[config.mk]
export PLATFORM = sky130hd
export DESIGN_NAME = sync_burst_sram
export DESIGN_NICKNAME = d
export VERILOG_FILES = /design/src/rtl/sync_burst_sram.sv
export SDC_FILE = /design/constraint.sdc
export NUM_CORES = 1
export LEC_CHECK = 0
export BUFFER_PORTS_ARGS = -buffer_cell sky130_fd_sc_hd__buf_2
export CAP_MARGIN = 10
export CORE_UTILIZATION = 61
export DETAILED_ROUTE_END_ITERATION = 8
export GPL_ROUTABILITY_DRIVEN = 0
export PLACE_DENSITY = 0.88
export SETUP_SLACK_MARGIN = 0.2
export SLEW_MARGIN = 20
export SYNTH_ARGS = -nofsm -noshare
export SYNTH_HDL_FRONTEND = slang
export SYNTH_SLANG_ARGS = --single-unit
export TNS_END_PERCENT = 20
[constraint.sdc]
create_clock -name clk -period 3.1 [get_ports clk]
set_input_delay 0.465 -clock clk [delete_from_list [all_inputs] [get_ports clk]]
set_output_delay 0.465 -clock clk [all_outputs]
set_load 0.02 [all_outputs]
[src/rtl/sync_burst_sram.sv]
module sync_burst_sram #(
  parameter int AW    = 4,
  parameter int LANES = 2,
  parameter int LW    = 8,
  parameter int BB    = 2
) (
  input  logic                  clk,
  input  logic                  rst_n,
  input  logic [AW-1:0]         addr,
  input  logic                  pstb_n,
  input  logic                  cstb_n,
  input  logic                  sel0_n,
  input  logic                  sel1,
  input  logic                  sel2_n,
  input  logic                  adv_n,
  input  logic                  gw_n,
  input  logic                  bwe_n,
  input  logic [LANES-1:0]      lane_n,
  input  logic                  burst_lin,
  input  logic                  oe_n,
  input  logic [LANES*LW-1:0]   din,
  output logic [LANES*LW-1:0]   dout,
  output logic                  dq_oe
);
  localparam int DW    = LANES * LW;
  localparam int DEPTH = 1 << AW;

  logic [DW-1:0]    mem [DEPTH];
  logic [AW-1:0]    base, areg, cur_a, adv_a, rd_a, wr_a;
  logic [BB-1:0]    cnt;
  logic [LANES-1:0] wmask;
  logic sel_st, rd1, drv_q;
  logic sel_ok, p_acc, c_acc, strobe, start, cont, desel_evt;
  logic wr_req, wr_do, rd_do;

  function automatic logic [AW-1:0] seq_addr(input logic [AW-1:0] b,
                                             input logic [BB-1:0] c,
                                             input logic lin);
    logic [BB-1:0] lo;
    lo = lin ? (b[BB-1:0] + c) : (b[BB-1:0] ^ c);
    return {b[AW-1:BB], lo};
  endfunction

  assign sel_ok    = !sel0_n && sel1 && !sel2_n;
  assign p_acc     = !pstb_n && !sel0_n;
  assign c_acc     = !cstb_n && !p_acc;
  assign strobe    = p_acc || c_acc;
  assign start     = strobe && sel_ok;
  assign desel_evt = strobe && !sel_ok;
  assign cont      = !strobe && sel_st;

  assign wmask  = !gw_n ? '1 : (!bwe_n ? ~lane_n : '0);
  assign wr_req = |wmask;
  assign wr_do  = (start && c_acc && wr_req) || (cont && wr_req);
  assign rd_do  = (start && !(c_acc && wr_req)) || (cont && !wr_req);

  assign cur_a = seq_addr(base, cnt, burst_lin);
  assign adv_a = seq_addr(base, cnt + 1'b1, burst_lin);
  assign rd_a  = start ? addr : (adv_n ? cur_a : adv_a);
  assign wr_a  = start ? addr : cur_a;

  always_ff @(posedge clk) begin
    if (wr_do)
      for (int i = 0; i < LANES; i++)
        if (wmask[i]) mem[wr_a][i*LW +: LW] <= din[i*LW +: LW];
  end

  always_ff @(posedge clk) begin
    if (!rst_n) begin
      sel_st <= 1'b0;
      base   <= '0;
      cnt    <= '0;
      areg   <= '0;
      rd1    <= 1'b0;
      drv_q  <= 1'b0;
      dout   <= '0;
    end else begin
      if (strobe) sel_st <= sel_ok;
      if (start) begin
        base <= addr;
        cnt  <= '0;
      end else if (cont && !adv_n) begin
        cnt <= cnt + 1'b1;
      end
      rd1 <= rd_do;
      if (rd_do) areg <= rd_a;
      drv_q <= rd1 && !wr_do;
      if (rd1) dout <= mem[areg];
    end
  end

  assign dq_oe = drv_q && !oe_n && !wr_req;

  a_r7_no_drive_after_write: assert property (@(posedge clk) disable iff (!rst_n)
    $past(wr_do) |-> !dq_oe);
  a_r8_double_deselect: assert property (@(posedge clk) disable iff (!rst_n)
    $past(desel_evt, 2) |-> !drv_q);
  a_r9_reselect_quiet: assert property (@(posedge clk) disable iff (!rst_n)
    $past(!sel_st) |-> !dq_oe);
  a_r3_pstb_gated: assert property (@(posedge clk) disable iff (!rst_n)
    (sel0_n && cstb_n) |=> (sel_st == $past(sel_st)));
  a_r10_oe_gate: assert property (@(posedge clk) disable iff (!rst_n)
    oe_n |-> !dq_oe);
endmodule

=== Word level (Yosys, flattened, before mapping) ===
Memory sizes are Yosys's and may differ from the RTL's. A register that Yosys moved wholly into a read port is not among the register bits.
Cells that the tools add are included.

* RAM bits: 256
* Word-level logic and storage cells: 60
* Register bits after elaboration: 13
* Output and inout port bits: 17
* Memories: 1
* Bits of input ports: 34

* Reduce and logical (&&, ||, !) cells: 33
* Add/sub/neg operators: 3
* Mux-type cells: 13
* Bitwise operators: 4

{| class="wikitable"
|+ Memories
! memory !! words !! bits a word !! rd ports !! clocked after memory_dff !! wr ports !! RTL line !! source
|-
| mem || 16 || 16 || 1 || 1 || 1 || 28 || <nowiki>logic [DW-1:0] mem [DEPTH];</nowiki>
|}

{| class="wikitable"
|+ Operator list
! kind !! number
|-
| logical AND 1 bit || 16
|-
| logical NOT 1 bit || 12
|-
| two-way mux 2 bit || 5
|-
| two-way mux 4 bit || 2
|-
| two-way mux 1 bit || 6
|-
| adder 2 bit || 2
|-
| OR reduction 2 bit || 2
|-
| bitwise XOR 2 bit || 2
|-
| logical OR 1 bit || 3
|-
| adder 2 x 1 -> 2 bit, second input constant || 1
|-
| NOT 2 bit || 1
|-
| NOT 1 bit || 1
|}

=== Depth between registers and ports, before layout ===
* Depth in word-level cells: 11
* Depth in mapped cells: 7
* Mapped depth without buffers: 6

=== Worst setup path after synthesis ===
No wires, ideal clock.

* Path type: input to register
* Start point: input port sel0_n
* End point: memory mem[1][10] in the netlist's numbering (enable)
* Required time: 2,717 ps
* Path slack: 698 ps
* Setup time: 383 ps
* Data arrival time: 2,019 ps
* Stages: 5
* Path buffers: 1
* Cells stage by stage: or3b_4 > buf_6 > o21ai_4 > nand2_1 > nor3_1

* Cells in the longest elaborated chain, start to end: 11
* Elaborated cells between the ends (all ways): 17
* Classes of those cells: 3 x mux; 14 x reduce/logical

{| class="wikitable"
|+ Ends and longest elaborated chain
! element !! RTL line !! source
|-
| from (decl) || 12 || <nowiki>input logic sel0_n,</nowiki>
|-
| logical NOT 1 bit * || 44, 45 ||
|-
| logical AND 1 bit || 45 || <nowiki>assign p_acc = !pstb_n && !sel0_n;</nowiki>
|-
| logical NOT 1 bit || 46 || <nowiki>assign c_acc = !cstb_n && !p_acc;</nowiki>
|-
| logical AND 1 bit || 46 ||
|-
| logical OR 1 bit || 47 || <nowiki>assign strobe = p_acc || c_acc;</nowiki>
|-
| logical AND 1 bit / logical NOT 1 bit (equally long branches) || 48, 50 ||
|-
| logical AND 1 bit, on equally long branches || 54, 50 ||
|-
| logical AND 1 bit || 54 || <nowiki>assign wr_do = (start && c_acc && wr_req) || (cont && wr_req);</nowiki>
|-
| logical OR 1 bit || 54 ||
|-
| two-way mux 1 bit || 63 || <nowiki>if (wr_do)</nowiki>
|-
| two-way mux 1 bit (not written as such) || 65 || <nowiki>if (wmask[i]) mem[wr_a][i*LW +: LW] <= din[i*LW +: LW];</nowiki>
|-
| to (decl) || 28 ||
|}

Mark *: on every way between the ends. The rest lies on a longest branch, timed or not.

=== Final worst setup path ===
* Start point: register cnt[0]
* End point: memory mem[13][9] in the netlist's numbering (enable)

* Cells in the longest elaborated chain, start to end: 3
* Elaborated cells between the ends (all ways): 4
* Classes of those cells: 1 x add/sub; 2 x mux; 1 x bitwise

{| class="wikitable"
|+ Ends and longest elaborated chain
! element !! RTL line !! source
|-
| from (decl) || 30 || <nowiki>logic [BB-1:0] cnt;</nowiki>
|-
| from (signal assigned) || 83 || <nowiki>cnt <= cnt + 1'b1;</nowiki>
|-
| adder 2 bit / bitwise XOR 2 bit (equally long branches) || 40 || <nowiki>lo = lin ? (b[BB-1:0] + c) : (b[BB-1:0] ^ c);</nowiki>
|-
| two-way mux 2 bit * || 40 ||
|-
| two-way mux 4 bit * || 60 || <nowiki>assign wr_a = start ? addr : cur_a;</nowiki>
|}

Marked as above.

==> summary.md <==
| Metric | Value |
|---|---|
| Design area | ~13,000 um^2 |
| Root Buffer | clkbuf_16 |
| Core area | between 15,000 and 20,000 um^2 |
| All-layer global routing usage | 0.271 |
| Routed len/inst | about 25 um |
| CTS tree | built |
| Die Y | 139 um |
| # Post-CTS Setup Buffers | 0 |
| Layout cells sized above 1 | 0.172 |
| Synth-to-layout area growth | 13.5% |
| Kind of critical path | register to register |
| Crit-path leading delay family | simple AND/OR/NAND/NOR gates |
| Syn avg cell area | ~16 um^2 |
| Max-slew headroom | 0.407 |
| Setup Skew | slightly below 0.008 ns |
| Post-synth EDFFs | between 200 and 300 |
| DRT Pass-1 Iters | 8 |
| Vias per cell | about 6.5 |
| RSZ-0062 raised after global routing | false |
| Combinational fraction of design power | 0.029 |
| Clock transition at the registers of the reported paths | roughly 0.060 ns |
| Initial Utilization | 0.627 |
| WP data required | 3.26 ns |
| Post-route setup slack | 0.783 ns |
| Crit Reg-Reg Endpoint | mem[13][9] |
| Pre-CTS setup slack | roughly 0.46 ns |
| Pwr/cell area | 595 nW/um^2 |
| Max Cap Viol | 0 |
| Final Power | between 7000 and 8000 uW |
| Finished Layout Cells | between 1k and 1.5k |
| Count of cell types in the netlist | between 40 and 50 |
| CTS Sinks | ~290 |
| Ys flop type | edfxtp_1 |
| Syn Nets | 764 |
| Max Fclk | between 0.4 and 0.5 GHz |
| Ys Warns | 0 |
| CP endpoint kind | register |
| Hold Violations, Final | 0 |
| Leak | approximately 0.0041 uW |
| Diodes inserted | 0 |
| Worst hold endpoint | base[1] |
| H-Tree Depth | 1 |
| Register area share after synthesis | 0.727 |
| Crit-path slowest cell | nor2_1 |
| Pint | slightly above 6000 uW |
| DR DRC count | 4 |
| Crit-path cells | inv_1 > ha_1 > a21oi_1 > a32oi_2 > nor2_1 |
| Switching Share | 0.200 |
| Hold Path Class | input pin to register |
| DIE AREA | approximately 19,000 um^2 |
| I/O pin cnt | 51 |
| Setup violators final | 0 |
| Tcrit/Tclk final | 0.747 |
| Worst Setup Start Kind | register |
| Tmin final | 2.32 ns |
| DP HPWL | ~16,000 um |
| Measured slew at the worst slew-check pin | 0.881 ns |
| Num CTS Buffers | 27 |
| Grt total ovfl | 0 |
| Vias in the first global route | around 6.8k |
| Port bufs | 50 |
| Resized cells post-CTS | 0 |
| Worst Hold Launch | addr[1] |
| Worst vdd ir | between 0.4 and 0.5 mV |
| Flop pwr share | 0.546 |
| Synthesized cell area | ~11,000 um^2 |
| Post-DRT Antenna Nets | 0 |
| #FFs+latches synth | between 200 and 300 |
| Reg2Reg Setup Slack | approximately 0.78 ns |
| Die W | about 140 um |
| Largest net degree at the start of global routing | 39 |
| Placed Cells | ~1.0k |
| Crit path buf inv count | 1 |
| Failing checks | DRC |
| Vias | slightly below 7k |
| Deepest clock path buffer count | 3 |
| First-pass GRT wire length | between 30,000 and 40,000 um |
| Placement Cell Area | approximately 12,000 um^2 |
| CTS Hold Bufs | 0 |
| # rows | 49 |
| Post-synth ARST share | 0 |
| Crit path largest cell delay | 0.63 ns |
| Outcome | complete, but fails checks |
| Worst Hold Path Cells | 3 |
| Drt total wl | approximately 26,000 um |
| Max FO, Critical Path | 8 |
| Setup TNS | 0 ns |
| Psw | around 1500 uW |
| Worst r2r src | cnt[0] |
| CP arrival | ~2.5 ns |
| Syn Inst Count | roughly 730 |
| First DRT Iteration DRCs | 787 |
| Final nets | 836 |
| Clk pwr share | 0.425 |
| Final Slew Violations | 0 |
| FF-to-FF path depth | 5 |
| Clk_lat worst skew | roughly 0.53 ns |
| Initial antenna violation count | 0 |
==> worst register-to-register path, delay by kind of cell, from the launching register on <==
kind | cells | cell delay [ns]
buffers and inverters | 1 | 0.08
adders and majority gates | 1 | 0.33
DFF | 1 | 0.39
AOI/OAI and AO/OA | 2 | 0.53
and+or+nand+nor | 1 | 0.63
==> placed cells by master (no fill, tap or decap), drive strengths merged, types with 5 or more instances in the layout <==
| cell | netlist | layout |
|---|---|---|
| a21boi | 6 | 6 |
| a21oi | 22 | 22 |
| a22oi | 48 | 48 |
| and2 | 6 | 6 |
| buf | 16 | 80 |
| clkbuf | 21 | 37 |
| clkinv | 0 | 8 |
| dfxtp | 29 | 29 |
| edfxtp | 256 | 256 |
| mux2i | 128 | 128 |
| nand2 | 46 | 46 |
| nand3 | 51 | 51 |
| nor2 | 32 | 32 |
| nor3 | 10 | 10 |
| o211ai | 7 | 7 |
| o21ai | 8 | 8 |
| xnor2 | 5 | 5 |
==> worst max path at each step <==
stage	startpoint	to	slack, ns	cells after the start
5_1_grt	cnt[0]	mem[13][9]	0.66	5
3_5_place_dp	sel0_n	mem[7][5]	0.46	5
3_3_place_gp	sel0_n	mem[13][9]	0.56	5
2_1_floorplan	sel0_n	mem[1][10]	0.70	5
4_1_cts	cnt[0]	mem[7][5]	0.76	5
6_report	cnt[0]	mem[13][9]	0.78	5
==> registers in the layout (all words and copies together), names as in the netlist <==
register / count
base: 4
cnt: 2
drv_q: 1
dout: 16
areg: 4
sel_st: 1
rd1: 1
mem: 256
==> cell type report <==
| class | count | area [um^2] |
|---|---|---|
| Timing Repair Buffer | 80 | 500 |
| Multi-Input combinational cell | 403 | 2940 |
| Clock buffer | 37 | 807 |
| Fill cell | 1052 | 5240 |
| Inverter | 3 | 11.3 |
| Tap cell | 229 | 287 |
| Sequential cell | 285 | 8270 |
| Clock inverter | 12 | 91.3 |
==> metrics by stage <==
stage | util | hold slack, ns
2_1_floorplan | - | 0.450
3_3_place_gp | 0.662 | 0.440
3_5_place_dp | 0.662 | 0.438
4_1_cts | 0.711 | 0.257
5_1_grt | 0.711 | 0.263
6_report | 0.711 | 0.264
==> power by group through the flow <==
stage	Sequential, uW	Clock, uW	Combinational (uW)
6_report	4200	3260	224
2_1_floorplan	4280	0	87.6
5_1_grt	4190	3420	234
3_3_place_gp	4280	0	202
3_5_place_dp	4280	0	213
4_1_cts	4190	3280	218
==> layer usage <==
| layer | vias to the layer above | GRT usage | wire (um) |
|---|---|---|---|
| met5 | - | 0 | 0 |
| met2 | 451 | 0.438 | 12400 |
| li1 | 2961 | - | - |
| met4 | 0 | 0.102 | 888 |
| met3 | 86 | 0.0535 | 2720 |
| met1 | 3362 | 0.368 | 9900 |
==> Yosys cell counts (2+ instances only) <==
| cell type | number | area, um^2 |
|---|---|---|
| mux2_2 | 2 | 22.5 |
| nand3_1 | 51 | 255 |
| xnor2_1 | 5 | 43.8 |
| a21bo_2 | 2 | 20.0 |
| mux2i_1 | 128 | 1280 |
| nor2_1 | 31 | 116 |
| buf_2 | 15 | 75.1 |
| nor3_1 | 10 | 50.1 |
| inv_1 | 3 | 11.3 |
| nor2b_1 | 3 | 18.8 |
| ha_1 | 2 | 25.0 |
| a32oi_2 | 2 | 32.5 |
| clkbuf_1 | 21 | 78.8 |
| a21oi_1 | 22 | 110 |
| nand2_1 | 46 | 173 |
| xor2_1 | 2 | 17.5 |
| and2_1 | 6 | 37.5 |
| a21boi_0 | 6 | 45.0 |
| edfxtp_1 | 256 | 7690 |
| o21ai_0 | 6 | 30.0 |
| o32a_2 | 2 | 22.5 |
| a22oi_1 | 48 | 360 |
| dfxtp_1 | 29 | 581 |
| nand2b_1 | 3 | 18.8 |
| o211ai_1 | 7 | 52.6 |
==> cells by family (layout without fill, tap and decap cells) <==
group / Yosys count / after routing / synth area share
flops: 285 / 285 / 0.727
simple gates: 160 / 160 / 0.0690
mux: 130 / 130 / 0.115
compound gates: 104 / 104 / 0.0664
buf+inv: 40 / 132 / 0.0155
xor+xnor: 7 / 7 / 0.00539
fa+ha+maj: 2 / 2 / 0.00220
No activity file was read; power rests on OpenSTA's default activity.
